## src/rtl/err_log_irq.sv

```systemverilog
module err_log_irq #(
  parameter int ECC_AW  = 12,
  parameter int SYN_W   = 8,
  parameter int TBL_AW  = 8,
  parameter int PREF_AW = 6,
  parameter int RW      = 32
) (
  input  logic               clk,
  input  logic               rst_n,
  input  logic               ecc_sbe,
  input  logic               ecc_dbe,
  input  logic [ECC_AW-1:0]  ecc_addr,
  input  logic [SYN_W-1:0]   ecc_syn,
  input  logic               tbl_perr,
  input  logic [TBL_AW-1:0]  tbl_addr,
  input  logic               pref_perr,
  input  logic [PREF_AW-1:0] pref_addr,
  input  logic               reg_we,
  input  logic [2:0]         reg_addr,
  input  logic [RW-1:0]      reg_wdata,
  output logic [RW-1:0]      reg_rdata,
  output logic               irq_lvl0,
  output logic               irq_lvl1,
  output logic               fatal
);
  localparam int NB = 4;
  localparam logic [NB-1:0] GRP0  = 4'b0001;
  localparam logic [NB-1:0] GRP1  = 4'b1110;
  localparam logic [NB-1:0] FATAL = 4'b0110;
  localparam logic [2:0] A_STAT = 3'd0, A_MASK = 3'd1, A_DBG = 3'd2,
                         A_ECC = 3'd3, A_TBL = 3'd4, A_PREF = 3'd5;
  localparam int ECC_SH = 16;

  logic [NB-1:0]      stat, mask;
  logic               ecc_v, tbl_v, pref_v;
  logic [ECC_AW-1:0]  ecc_a;
  logic [SYN_W-1:0]   ecc_s;
  logic [TBL_AW-1:0]  tbl_a;
  logic [PREF_AW-1:0] pref_a;

  wire [NB-1:0] evt = {pref_perr, tbl_perr, ecc_dbe, ecc_sbe};
  wire [NB-1:0] clr = (reg_we && reg_addr == A_STAT) ? reg_wdata[NB-1:0] : '0;
  wire [NB-1:0] inj = (reg_we && reg_addr == A_DBG)  ? reg_wdata[NB-1:0] : '0;

  wire ecc_clr  = |clr[1:0];
  wire ecc_take = (ecc_sbe | ecc_dbe) && (!ecc_v || ecc_clr);
  wire tbl_take = tbl_perr && (!tbl_v || clr[2]);
  wire pref_take = pref_perr && (!pref_v || clr[3]);

  always_ff @(posedge clk or negedge rst_n) begin
    if (!rst_n) begin
      stat <= '0;
      mask <= '1;
    end else begin
      stat <= (stat & ~clr) | evt | inj;
      if (reg_we && reg_addr == A_MASK) mask <= reg_wdata[NB-1:0];
    end
  end

  always_ff @(posedge clk or negedge rst_n) begin
    if (!rst_n) begin
      ecc_v <= 1'b0; ecc_a <= '0; ecc_s <= '0;
    end else if (ecc_take) begin
      ecc_v <= 1'b1; ecc_a <= ecc_addr; ecc_s <= ecc_syn;
    end else if (ecc_clr) begin
      ecc_v <= 1'b0; ecc_a <= '0; ecc_s <= '0;
    end
  end

  always_ff @(posedge clk or negedge rst_n) begin
    if (!rst_n) begin
      tbl_v <= 1'b0; tbl_a <= '0;
    end else if (tbl_take) begin
      tbl_v <= 1'b1; tbl_a <= tbl_addr;
    end else if (clr[2]) begin
      tbl_v <= 1'b0; tbl_a <= '0;
    end
  end

  always_ff @(posedge clk or negedge rst_n) begin
    if (!rst_n) begin
      pref_v <= 1'b0; pref_a <= '0;
    end else if (pref_take) begin
      pref_v <= 1'b1; pref_a <= pref_addr;
    end else if (clr[3]) begin
      pref_v <= 1'b0; pref_a <= '0;
    end
  end

  wire [NB-1:0] live = stat & ~mask;
  assign irq_lvl0 = |(live & GRP0);
  assign irq_lvl1 = |(live & GRP1);
  assign fatal    = |(stat & FATAL);

  always_comb begin
    reg_rdata = '0;
    case (reg_addr)
      A_STAT, A_DBG: reg_rdata[NB-1:0] = stat;
      A_MASK:        reg_rdata[NB-1:0] = mask;
      A_ECC: begin
        reg_rdata[RW-1] = ecc_v;
        reg_rdata[ECC_SH +: ECC_AW] = ecc_a;
        reg_rdata[0 +: SYN_W] = ecc_s;
      end
      A_TBL: begin
        reg_rdata[RW-1] = tbl_v;
        reg_rdata[0 +: TBL_AW] = tbl_a;
      end
      A_PREF: begin
        reg_rdata[RW-1] = pref_v;
        reg_rdata[0 +: PREF_AW] = pref_a;
      end
      default: reg_rdata = '0;
    endcase
  end
endmodule

```

## config.mk

```make
export PLATFORM = sky130hd
export DESIGN_NAME = err_log_irq
export DESIGN_NICKNAME = d
export VERILOG_FILES = /design/src/rtl/err_log_irq.sv
export SDC_FILE = /design/constraint.sdc
export NUM_CORES = 1
export LEC_CHECK = 0
export ABC_AREA = 1
export BUFFER_PORTS_ARGS = -buffer_cell sky130_fd_sc_hd__buf_4
export CAP_MARGIN = 25
export CELL_PAD_IN_SITES_DETAIL_PLACEMENT = 0
export CELL_PAD_IN_SITES_GLOBAL_PLACEMENT = 1
export CORE_ASPECT_RATIO = 1.75
export CORE_UTILIZATION = 34
export CTS_BUF_LIST = sky130_fd_sc_hd__clkbuf_8
export DETAILED_ROUTE_END_ITERATION = 8
export PLACE_DENSITY_LB_ADDON = 0.15
export SLEW_MARGIN = 40
export SYNTH_ARGS = -nofsm -noshare
export SYNTH_HDL_FRONTEND = slang
export SYNTH_SLANG_ARGS = --single-unit
```

## constraint.sdc

```tcl
create_clock -name clk -period 1.35 [get_ports clk]
set_clock_uncertainty 0.1 [all_clocks]
set_input_delay 0.0675 -clock clk [delete_from_list [all_inputs] [get_ports clk]]
set_output_delay 0.0675 -clock clk [all_outputs]
set_load 0.02 [all_outputs]
```

==> impl_metrics.tcl <==
set metrics [dict create \
    run_status "finished, violations left" \
    violations "negative setup slack" \
    dp_slack_ns 0.0725 \
    netlist_area_um2 2480 \
    ant_nets 0 \
    cts.sinks 45 \
    synth_area_leader_cell "dfrtp_1" \
    grt_pass1_wl_um 12000 \
    worstPathRequired_ns 1.18 \
    synth_top_area_share_pct 41.4 \
    crit_arrival_ns 1.27 \
    period_share_pct 106 \
    insertion_delay_ns 0.30 \
    rows 40 \
    syn_avg_cell_area_um2 8.13 \
    path_class "flip-flop to output pin" \
    h-tree-depth 2 \
    antenna_found_initial 0 \
    yosys.area_share.simple_pct 26.8 \
    multi_input_area_um2 1120 \
    die_x_um 66.6 \
    synth_area_leaders "dfrtp_1 (41%), nand2_1 (11%), o211ai_1 (10%)" \
    netlist_instances 305 \
    synth_top_family_by_area "simple AND/OR/NAND/NOR gates" \
    grt.total_usage_pct 20.5 \
    viasPerCell 4.78 \
    ios 111 \
    post_drt_wl_per_cell_um 14.2 \
    power_density_nw_per_um2 1040 \
    area_growth_pct 49.6 \
    grt_overflow 0 \
    finalSetupViolations 3 \
    setup_ws_ns -0.0856 \
    yosys_warnings 0 \
    cts_root_buf "clkbuf_8" \
    irDropWorstVdd_uv 453 \
    final_area_um2 3710 \
    start_util_pct 35.7 \
    cts_tree "yes" \
    max_freq_ghz 0.697 \
    nFillCells 672 \
    synth-seq-cells 45 \
    dp_hpwl_um 4990 \
    tightestPinTransition_ns 0.655 \
    layout_commonest_cell "buf_4" \
    synth_xor_area_share_pct 0 \
    drt_first_pass_iters 4 \
    die_area_um2 7660 \
    max-clock-path-buffers 2 \
    yosys-mux-area-fraction_pct 0 \
    cts_buffers 5 \
    hp-class "input pin to flip-flop" \
    port_buffers 71 \
    cp_max_fo 2 \
    initialDrtViolationCount 73 \
    rsz0062_at_grt "yes" \
    p_leak_nw 1.84 \
    drc 0 \
    finalHoldViolCount 0 \
    wl_um 7260 \
    drv_cap 0 \
    synth_cell_types 28 \
    tns_ns -0.175 \
    dpl-instance-area_um2 3030 \
    core-area_um2 6960 \
    final_layout_size_suffix_gt1_share_pct 29.3 \
    synth_compound_area_share_pct 15.2 \
    critPathCaptureType "output pin" \
    grt_max_degree 46 \
    nets 501 \
    yosysSeqAreaShare_pct 45.6 \
    die_h_um 115 \
    antenna-diode-count 0 \
    vias 2440 \
    min_period_ns 1.44 \
    start_kind "flip-flop" \
    first_global_vias 2511 \
    drv_slew 0 \
    path_clk_slew_ns 0.08 \
    regArea_um2 1130 \
    relSlewSlack_pct 56.3 \
    gp_congestion 0.855 \
    synthAdderAreaFrac_pct 0 \
    mostFrequentLayoutCells "buf_4 (80), nand2_1 (68), dlygate4sd3_1 (44)" \
]
## worst max-delay path, stage by stage, from the launching register on
cell,delay [ns]
dfstp_2,0.55
inv_2,0.04
nor2_1,0.09
nor2_1,0.05
nand4_1,0.10
buf_4,0.15
## cell usage after synthesis (all sizes together)
cell type,instances
nand2,74
nand3,42
dfrtp,41
inv,36
o211ai,35
nor2,23
buf,18
o21ai,11
clkbuf,8
a21oi,4
dfstp,4
a22o,2
nand4,2
clkinv,1
conb,1
nand3b,1
nor3,1
o221ai,1
## flip-flops by register name (all words and copies together), names as in the netlist
register / cells
ecc_a: 12
ecc_s: 8
tbl_a: 8
pref_a: 6
mask: 4
stat: 4
ecc_v: 1
pref_v: 1
tbl_v: 1
## per-layer routing
layer	GRT usage [%]	vias to the layer above	wire [um]
li1	-	1228	-
met5	0	-	0
met1	23.6	1136	2870
met2	36.6	66	3990
met3	3.57	10	251
met4	7.80	0	148
## power breakdown
group,switching (mW),total (mW),internal (mW)
combinational,0.502,0.998,0.496
sequential,0.156,1.79,1.63
clock,0.471,1.07,0.602
total,1.13,3.86,2.73
## final cells by class
cell class                 instances  share of cell area, %
clock buffer                       6                   2.23
clock inverter                     2                   1.01
inverter                          37                   3.74
multi-input combinational        207                   30.2
sequential                        45                   30.5
tap                               84                   2.83
timing repair buffer             129                   29.4
## cell families (layout without fill, tap and decap cells)
kind of cell | Yosys count | in the layout
simple gates | 143 | 143
buf+inv | 63 | 174
other cells | 1 | 11
flops | 45 | 45
compound gates | 53 | 53
## through the flow
stage          std cells  power [mW]  util, %  hold slack, ns
6_report             510        3.86     53.3           0.127
5_1_grt              510        4.11     53.3           0.141
2_1_floorplan        315        2.32        -          -0.328
3_5_place_dp         449        2.65     43.5          0.0165
3_3_place_gp         449        2.63     43.5          0.0193
4_1_cts              503        3.86     52.0           0.118
## repair_timing
item	4_1_cts	5_1_grt
pin swaps	2	6
cloned	0	1
resized for setup	5	14
hold buffers	44	0
endpoints found under the setup margin	4	6
hold endpoints to repair	83	0
buffers inserted	2	6
## worst paths after layout
kind                               from            to  slack, ns  cells after the start
worst max-delay path            mask[0]  reg_rdata[0]      -0.09                      5
worst min-delay path            ecc_dbe         ecc_v       0.13                      4
worst max register to register    ecc_v      ecc_a[4]       0.09                      5
worst min register to register  mask[3]       mask[3]       0.41                      2
max in group asynchronous         rst_n        pref_v       0.51                      2
min in group asynchronous         rst_n     pref_a[1]       0.21                      2
Note: power is estimated with default switching activity, not from simulation.
